===== config.mk =====
export PLATFORM = sky130hd
export DESIGN_NAME = tidsm_core
export DESIGN_NICKNAME = d
export VERILOG_FILES = /design/src/rtl/tidsm_pkg.sv /design/src/rtl/tidsm_step.sv /design/src/rtl/tidsm_chain.sv /design/src/rtl/tidsm_core.sv
export SDC_FILE = /design/constraint.sdc
export NUM_CORES = 1
export LEC_CHECK = 0
export ABC_CLOCK_PERIOD_IN_PS = 142600
export BUFFER_PORTS_ARGS = -buffer_cell sky130_fd_sc_hd__buf_2
export CAP_MARGIN = 20
export CORE_MARGIN = 5
export CORE_UTILIZATION = 25
export CTS_CLUSTER_DIAMETER = 100
export DETAILED_ROUTE_END_ITERATION = 6
export SETUP_SLACK_MARGIN = 0.3
export SYNTH_ARGS = -nofsm -noshare
export SYNTH_HDL_FRONTEND = slang
export SYNTH_SLANG_ARGS = --single-unit

===== constraint.sdc =====
create_clock -name clk -period 142.6 [get_ports clk]
set_clock_uncertainty 0.1 [all_clocks]
set_input_delay 14.26 -clock clk [delete_from_list [all_inputs] [get_ports clk]]
set_output_delay 14.26 -clock clk [all_outputs]
set_load 0.1 [all_outputs]

===== src/rtl/tidsm_pkg.sv =====
package tidsm_pkg;

   // Smallest branch count that keeps the core clock within its limit
   function automatic int unsigned min_branches(input int unsigned osr,
                                                input int unsigned bw_khz,
                                                input int unsigned core_khz);
      return (osr * bw_khz + core_khz - 1) / core_khz;
   endfunction

   // Meaning of a quantizer bit in the feedback path
   typedef enum logic {
      QBIT_NEG = 1'b0,
      QBIT_POS = 1'b1
   } qbit_e;

endpackage


===== src/rtl/tidsm_step.sv =====
// One sample of the second-order loop, purely combinational.
module tidsm_step #(
   parameter int DATA_W = 16,
   parameter int ACC1_W = 24,
   parameter int ACC2_W = 28
) (
   input  logic signed [DATA_W-1:0] x_i,
   input  logic signed [ACC1_W-1:0] acc1_i,
   input  logic signed [ACC2_W-1:0] acc2_i,
   output tidsm_pkg::qbit_e         q_o,
   output logic signed [ACC1_W-1:0] acc1_o,
   output logic signed [ACC2_W-1:0] acc2_o,
   output logic                     ovf_o
);
   import tidsm_pkg::*;

   localparam int XW = ACC2_W + 2;
   localparam logic signed [XW-1:0] FB_POS = XW'(1) <<< (DATA_W - 1);
   localparam logic signed [XW-1:0] FB_NEG = -FB_POS;

   logic signed [XW-1:0] fb;
   logic signed [XW-1:0] x_ext;
   logic signed [XW-1:0] a_old_ext;
   logic signed [XW-1:0] s_old_ext;
   logic signed [XW-1:0] a_sum;
   logic signed [XW-1:0] a_new_ext;
   logic signed [XW-1:0] s_sum;
   logic                 ovf1;
   logic                 ovf2;

   always_comb begin
      q_o       = acc2_i[ACC2_W-1] ? QBIT_NEG : QBIT_POS;
      fb        = (q_o == QBIT_POS) ? FB_POS : FB_NEG;
      x_ext     = {{(XW-DATA_W){x_i[DATA_W-1]}}, x_i};
      a_old_ext = {{(XW-ACC1_W){acc1_i[ACC1_W-1]}}, acc1_i};
      s_old_ext = {{(XW-ACC2_W){acc2_i[ACC2_W-1]}}, acc2_i};
      a_sum     = a_old_ext + x_ext - fb;
      acc1_o    = a_sum[ACC1_W-1:0];
      a_new_ext = {{(XW-ACC1_W){acc1_o[ACC1_W-1]}}, acc1_o};
      s_sum     = s_old_ext + a_new_ext - fb;
      acc2_o    = s_sum[ACC2_W-1:0];
      ovf1      = !((&a_sum[XW-1:ACC1_W-1]) || !(|a_sum[XW-1:ACC1_W-1]));
      ovf2      = !((&s_sum[XW-1:ACC2_W-1]) || !(|s_sum[XW-1:ACC2_W-1]));
      ovf_o     = ovf1 || ovf2;
   end

endmodule


===== src/rtl/tidsm_chain.sv =====
// Unrolled chain: state ripples from stage l to stage l+1 within one cycle.
module tidsm_chain #(
   parameter int BRANCHES = 8,
   parameter int DATA_W   = 16,
   parameter int ACC1_W   = 24,
   parameter int ACC2_W   = 28
) (
   input  logic [BRANCHES*DATA_W-1:0] samples_i,
   input  logic signed [ACC1_W-1:0]   acc1_i,
   input  logic signed [ACC2_W-1:0]   acc2_i,
   output logic [BRANCHES-1:0]        bits_o,
   output logic signed [ACC1_W-1:0]   acc1_o,
   output logic signed [ACC2_W-1:0]   acc2_o,
   output logic                       ovf_o
);
   import tidsm_pkg::*;

   logic signed [ACC1_W-1:0] a_link [BRANCHES+1];
   logic signed [ACC2_W-1:0] s_link [BRANCHES+1];
   logic [BRANCHES-1:0]      ovf_vec;

   assign a_link[0] = acc1_i;
   assign s_link[0] = acc2_i;

   for (genvar g = 0; g < BRANCHES; g++) begin : g_stage
      qbit_e q;
      tidsm_step #(
         .DATA_W (DATA_W),
         .ACC1_W (ACC1_W),
         .ACC2_W (ACC2_W)
      ) u_step (
         .x_i    (samples_i[g*DATA_W +: DATA_W]),
         .acc1_i (a_link[g]),
         .acc2_i (s_link[g]),
         .q_o    (q),
         .acc1_o (a_link[g+1]),
         .acc2_o (s_link[g+1]),
         .ovf_o  (ovf_vec[g])
      );
      assign bits_o[g] = (q == QBIT_POS);
   end

   assign acc1_o = a_link[BRANCHES];
   assign acc2_o = s_link[BRANCHES];
   assign ovf_o  = |ovf_vec;

endmodule


===== src/rtl/tidsm_core.sv =====
module tidsm_core #(
   parameter int BRANCHES = 8,
   parameter int DATA_W   = 16,
   parameter int GUARD1   = 8,
   parameter int GUARD2   = 12,
   parameter int OSR      = 100,
   parameter int BW_KHZ   = 8000,
   parameter int CORE_KHZ = 150000
) (
   input  logic                         clk,
   input  logic                         rst,
   input  logic                         in_valid,
   input  logic [BRANCHES*DATA_W-1:0]   in_samples,
   output logic                         out_valid,
   output logic [BRANCHES-1:0]          out_bits
);
   import tidsm_pkg::*;

   localparam int ACC1_W   = DATA_W + GUARD1;
   localparam int ACC2_W   = DATA_W + GUARD2;
   localparam int MIN_BR   = int'(min_branches(OSR, BW_KHZ, CORE_KHZ));

   // elaboration-time parameter checks
   if (BRANCHES < 1 || BRANCHES < MIN_BR) begin : g_bad_branches
      $error("tidsm_core: BRANCHES=%0d below required %0d", BRANCHES, MIN_BR);
   end
   if (DATA_W < 2) begin : g_bad_width
      $error("tidsm_core: DATA_W must be at least 2");
   end
   if (GUARD1 < 2 || GUARD2 <= GUARD1) begin : g_bad_guard
      $error("tidsm_core: need GUARD1 >= 2 and GUARD2 > GUARD1");
   end

   logic signed [ACC1_W-1:0] acc1_q;
   logic signed [ACC2_W-1:0] acc2_q;
   logic signed [ACC1_W-1:0] acc1_nx;
   logic signed [ACC2_W-1:0] acc2_nx;
   logic [BRANCHES-1:0]      bits_nx;
   logic                     chain_ovf;

   tidsm_chain #(
      .BRANCHES (BRANCHES),
      .DATA_W   (DATA_W),
      .ACC1_W   (ACC1_W),
      .ACC2_W   (ACC2_W)
   ) u_chain (
      .samples_i (in_samples),
      .acc1_i    (acc1_q),
      .acc2_i    (acc2_q),
      .bits_o    (bits_nx),
      .acc1_o    (acc1_nx),
      .acc2_o    (acc2_nx),
      .ovf_o     (chain_ovf)
   );

   always_ff @(posedge clk) begin
      if (rst) begin
         acc1_q    <= '0;
         acc2_q    <= '0;
         out_bits  <= '0;
         out_valid <= 1'b0;
      end else begin
         out_valid <= in_valid;
         if (in_valid) begin
            acc1_q   <= acc1_nx;
            acc2_q   <= acc2_nx;
            out_bits <= bits_nx;
         end
      end
   end

   AST_NO_OVERFLOW: assert property (@(posedge clk) disable iff (rst)
      in_valid |-> !chain_ovf);

   AST_IDLE_HOLD: assert property (@(posedge clk) disable iff (rst)
      !in_valid |=> ($stable(acc1_q) && $stable(acc2_q) && $stable(out_bits) && !out_valid));

   AST_OUT_LATENCY: assert property (@(posedge clk) disable iff (rst)
      in_valid |=> out_valid);

   AST_FIRST_BIT_SIGN: assert property (@(posedge clk) disable iff (rst)
      in_valid |=> (out_bits[0] == !$past(acc2_q[ACC2_W-1])));

endmodule


==> impl_metrics.yaml <==
grt:
  grt_pass1_vias: 23915
  grt_pass1_wl_um: 126900
  grt_antenna_before_repair: 5
  grt_max_degree: 67
  grt.total_usage_pct: 12.58
  overflow: 0
synth:
  syn_area_um2: 29260
  synth_flop_cell: "dfxtp_1"
  syn_avg_cell_area_um2: 7.291
  syn-num-nets: 4930
  synth_seq_area_share_pct: 4.173
  async_flop_share_pct: 0
  synth-adder-area-share_pct: 34.54
  synth-seq-cells: 61
  synthMuxAreaShare_pct: 1.543
  post_synth_num_cell_types: 91
  synthXorXnorAreaFrac_pct: 13.07
  synth-edff-count: 0
  synth_top_family_by_area: "adder cells"
  yosysWarnings: 0
  synthCells: 4014
  synth-compound-area-share_pct: 19.18
  yosys.area_share.simple_pct: 15.90
final_layout:
  drive_above_1_share_pct: 5.188
  area_delta_synth_final_pct: 9.970
  num-nets-final: 5055
  n_fill_cell: 12758
timing:
  setup-violations-final: 0
  min_period_ns: 62.08
  fmax_mhz: 16.11
  worst_pin_slew_ns: 1.019
  finalSetupTns_ns: 0
  finalCritPeriodShare_pct: 43.53
  holdWs_ns: 0.3802
  finalHoldViolCount: 0
  slew_viol_final: 0
  rsz0062_at_grt: "no"
  slew_headroom_pct: 30.32
setup_path:
  end_kind: "register"
  cp_common_cell: "ha_1"
  cp_top_family: "compound AO/OA/AOI/OAI gates"
  worst-endpoint-arrival_ns: 62.25
  cp_max_fo: 19
  worstReg2RegStart: "acc1_q[2]"
  startpoint_type: "input port"
  worst_ep_required_time_ns: 142.77
  worstSetupPathType: "input port to register"
  worst-path-buf-inv: 22
  cp_slowest_cell: "xnor2_1"
  cpPeakStageDelay_ns: 0.67
  crit_start: "in_samples[2]"
die:
  die_h_um: 352.1
  core_um2: 116200
  ios: 140
  die_w_um: 352.1
  die-area_um2: 124000
  initial_core_util_pct: 25.18
  rows: 125
clocking:
  insertion_delay_ns: 0.36
  cts_max_path_buffers: 2
  cts_resized: 0
  cts_buffers: 9
  cts_tree: "built"
  cts_hold_buf: 0
  h-tree-depth: 3
  cts_setup_buffers: 0
  cts.clk_slew.worst_paths_ns: 0.06
  cts.sink_count: 61
  clockRootBuffer: "clkbuf_16"
drt:
  drc: 0
  ant_nets: 0
  wirelength_um: 80940
  firstDrtPassIters: 6
  vias_per_cell: 4.575
  wire_per_inst_um: 14.27
  drtIter0Drc: 1394
  vias: 25942
placed_design:
  place_congestion: 0.8796
  portBuffers: 139
  hpwl_um: 72050
status:
  status: "complete, no violations"
worst_hold_path:
  holdCritStartpoint: "acc2_q[17]"
  hold_class: "register to register"
job:
  maxCapViolations: 0
==> layer usage <==
| metal | vias to the layer above | share of wire, % | GRT usage [%] | wire, µm |
|---|---|---|---|---|
| li1 | 13844 | - | - | - |
| met1 | 11610 | 48 | 17.13 | 39130 |
| met2 | 440 | 47 | 22.12 | 37790 |
| met3 | 44 | 4.1 | 1.505 | 3325 |
| met4 | 4 | 0.81 | 1.137 | 654 |
| met5 | - | 0.041 | 0 | 33 |
==> final timing paths <==
path           endpoint  slack, ns  depth (start not counted)
max          acc2_q[27]      80.52                        179
min          acc2_q[17]       0.38                          2
max reg2reg  acc2_q[27]      94.16                        178
min reg2reg  acc2_q[17]       0.38                          2
==> worst min-delay path: stages (launching register included) <==
cell and delay, ns:
dfxtp_1 0.31, nand2_1 0.06, a21oi_1 0.06
==> metrics by stage <==
stage | setup slack [ns] | instance area [µm²] | util (%) | std cells
after global routing | 77.00 | 32180 | 27.69 | 5669
after floorplan | 85.94 | 29260 | - | 4014
after detailed placement | 80.20 | 31810 | 27.37 | 5650
after CTS | 80.37 | 32160 | 27.68 | 5666
after global placement | 81.42 | 31810 | 27.37 | 5650
final | 80.52 | 32180 | 27.69 | 5670
==> registers in the layout, indices dropped and copies added, names as in the netlist <==
signal and cells:
out_bits 8, acc1_q 24, acc2_q 28, out_valid 1
==> final cells by class <==
| type | count | area [µm²] | area share [%] |
|---|---|---|---|
| clock inverter | 5 | 106.4 | 0.3305 |
| multi-input combinational | 3053 | 24660 | 76.64 |
| sequential | 61 | 1221 | 3.795 |
| tap | 1524 | 1907 | 5.925 |
| inverter | 864 | 3251 | 10.10 |
| antenna | 2 | 5.005 | 0.01555 |
| clock buffer | 11 | 252.7 | 0.7853 |
| timing repair buffer | 150 | 775.7 | 2.410 |
==> layout by cell type, fill, tap and decap left out, types with 17 or more instances in the layout <==
cell	n
a21o_1	141
o211ai_1	17
nand4_1	30
a21oi_1	231
buf_2	139
mux2i_1	44
a211oi_1	24
xor2_1	133
nand2b_1	87
nand3_1	79
ha_1	747
a31oi_1	25
o21ai_0	198
nor2_1	213
and2_1	17
a21boi_0	67
inv_1	858
nor2b_1	56
o21bai_1	19
nand2_1	217
dfxtp_1	61
fa_1	38
xnor2_1	272
and3_1	39
or3_1	28
nor3_1	86
nor4_1	18
o21a_1	27
==> synthesized netlist by cell type, types with 24 or more instances <==
master	count	area (µm²)
nor2_1	213	799.5
mux2i_1	44	440.4
nand4_1	30	187.7
a211oi_1	24	180.2
nor2b_1	56	350.3
xor2_1	133	1165
dfxtp_1	61	1221
o21ai_0	198	991.0
xnor2_1	274	2400
nor3_1	86	430.4
a31oi_1	25	156.4
a21boi_0	67	503.0
o21a_1	27	202.7
a21oi_1	231	1156
or3_1	28	175.2
and3_1	39	244.0
inv_1	858	3221
ha_1	747	9346
fa_1	38	760.7
nand2_1	217	814.5
nand3_1	79	395.4
nand2b_1	87	544.3
a21o_1	141	1059
==> cells by family after synthesis <==
kind of cell / after synthesis
and+or+nand+nor: 932
buffers and inverters: 900
AOI/OAI and AO/OA: 872
adders and majority gates: 785
xor gates and xnor gates: 419
DFF: 61
muxes: 45
Power is not shown: default switching activity piles up to over one toggle a cycle in this logic, so the estimate is an artifact.
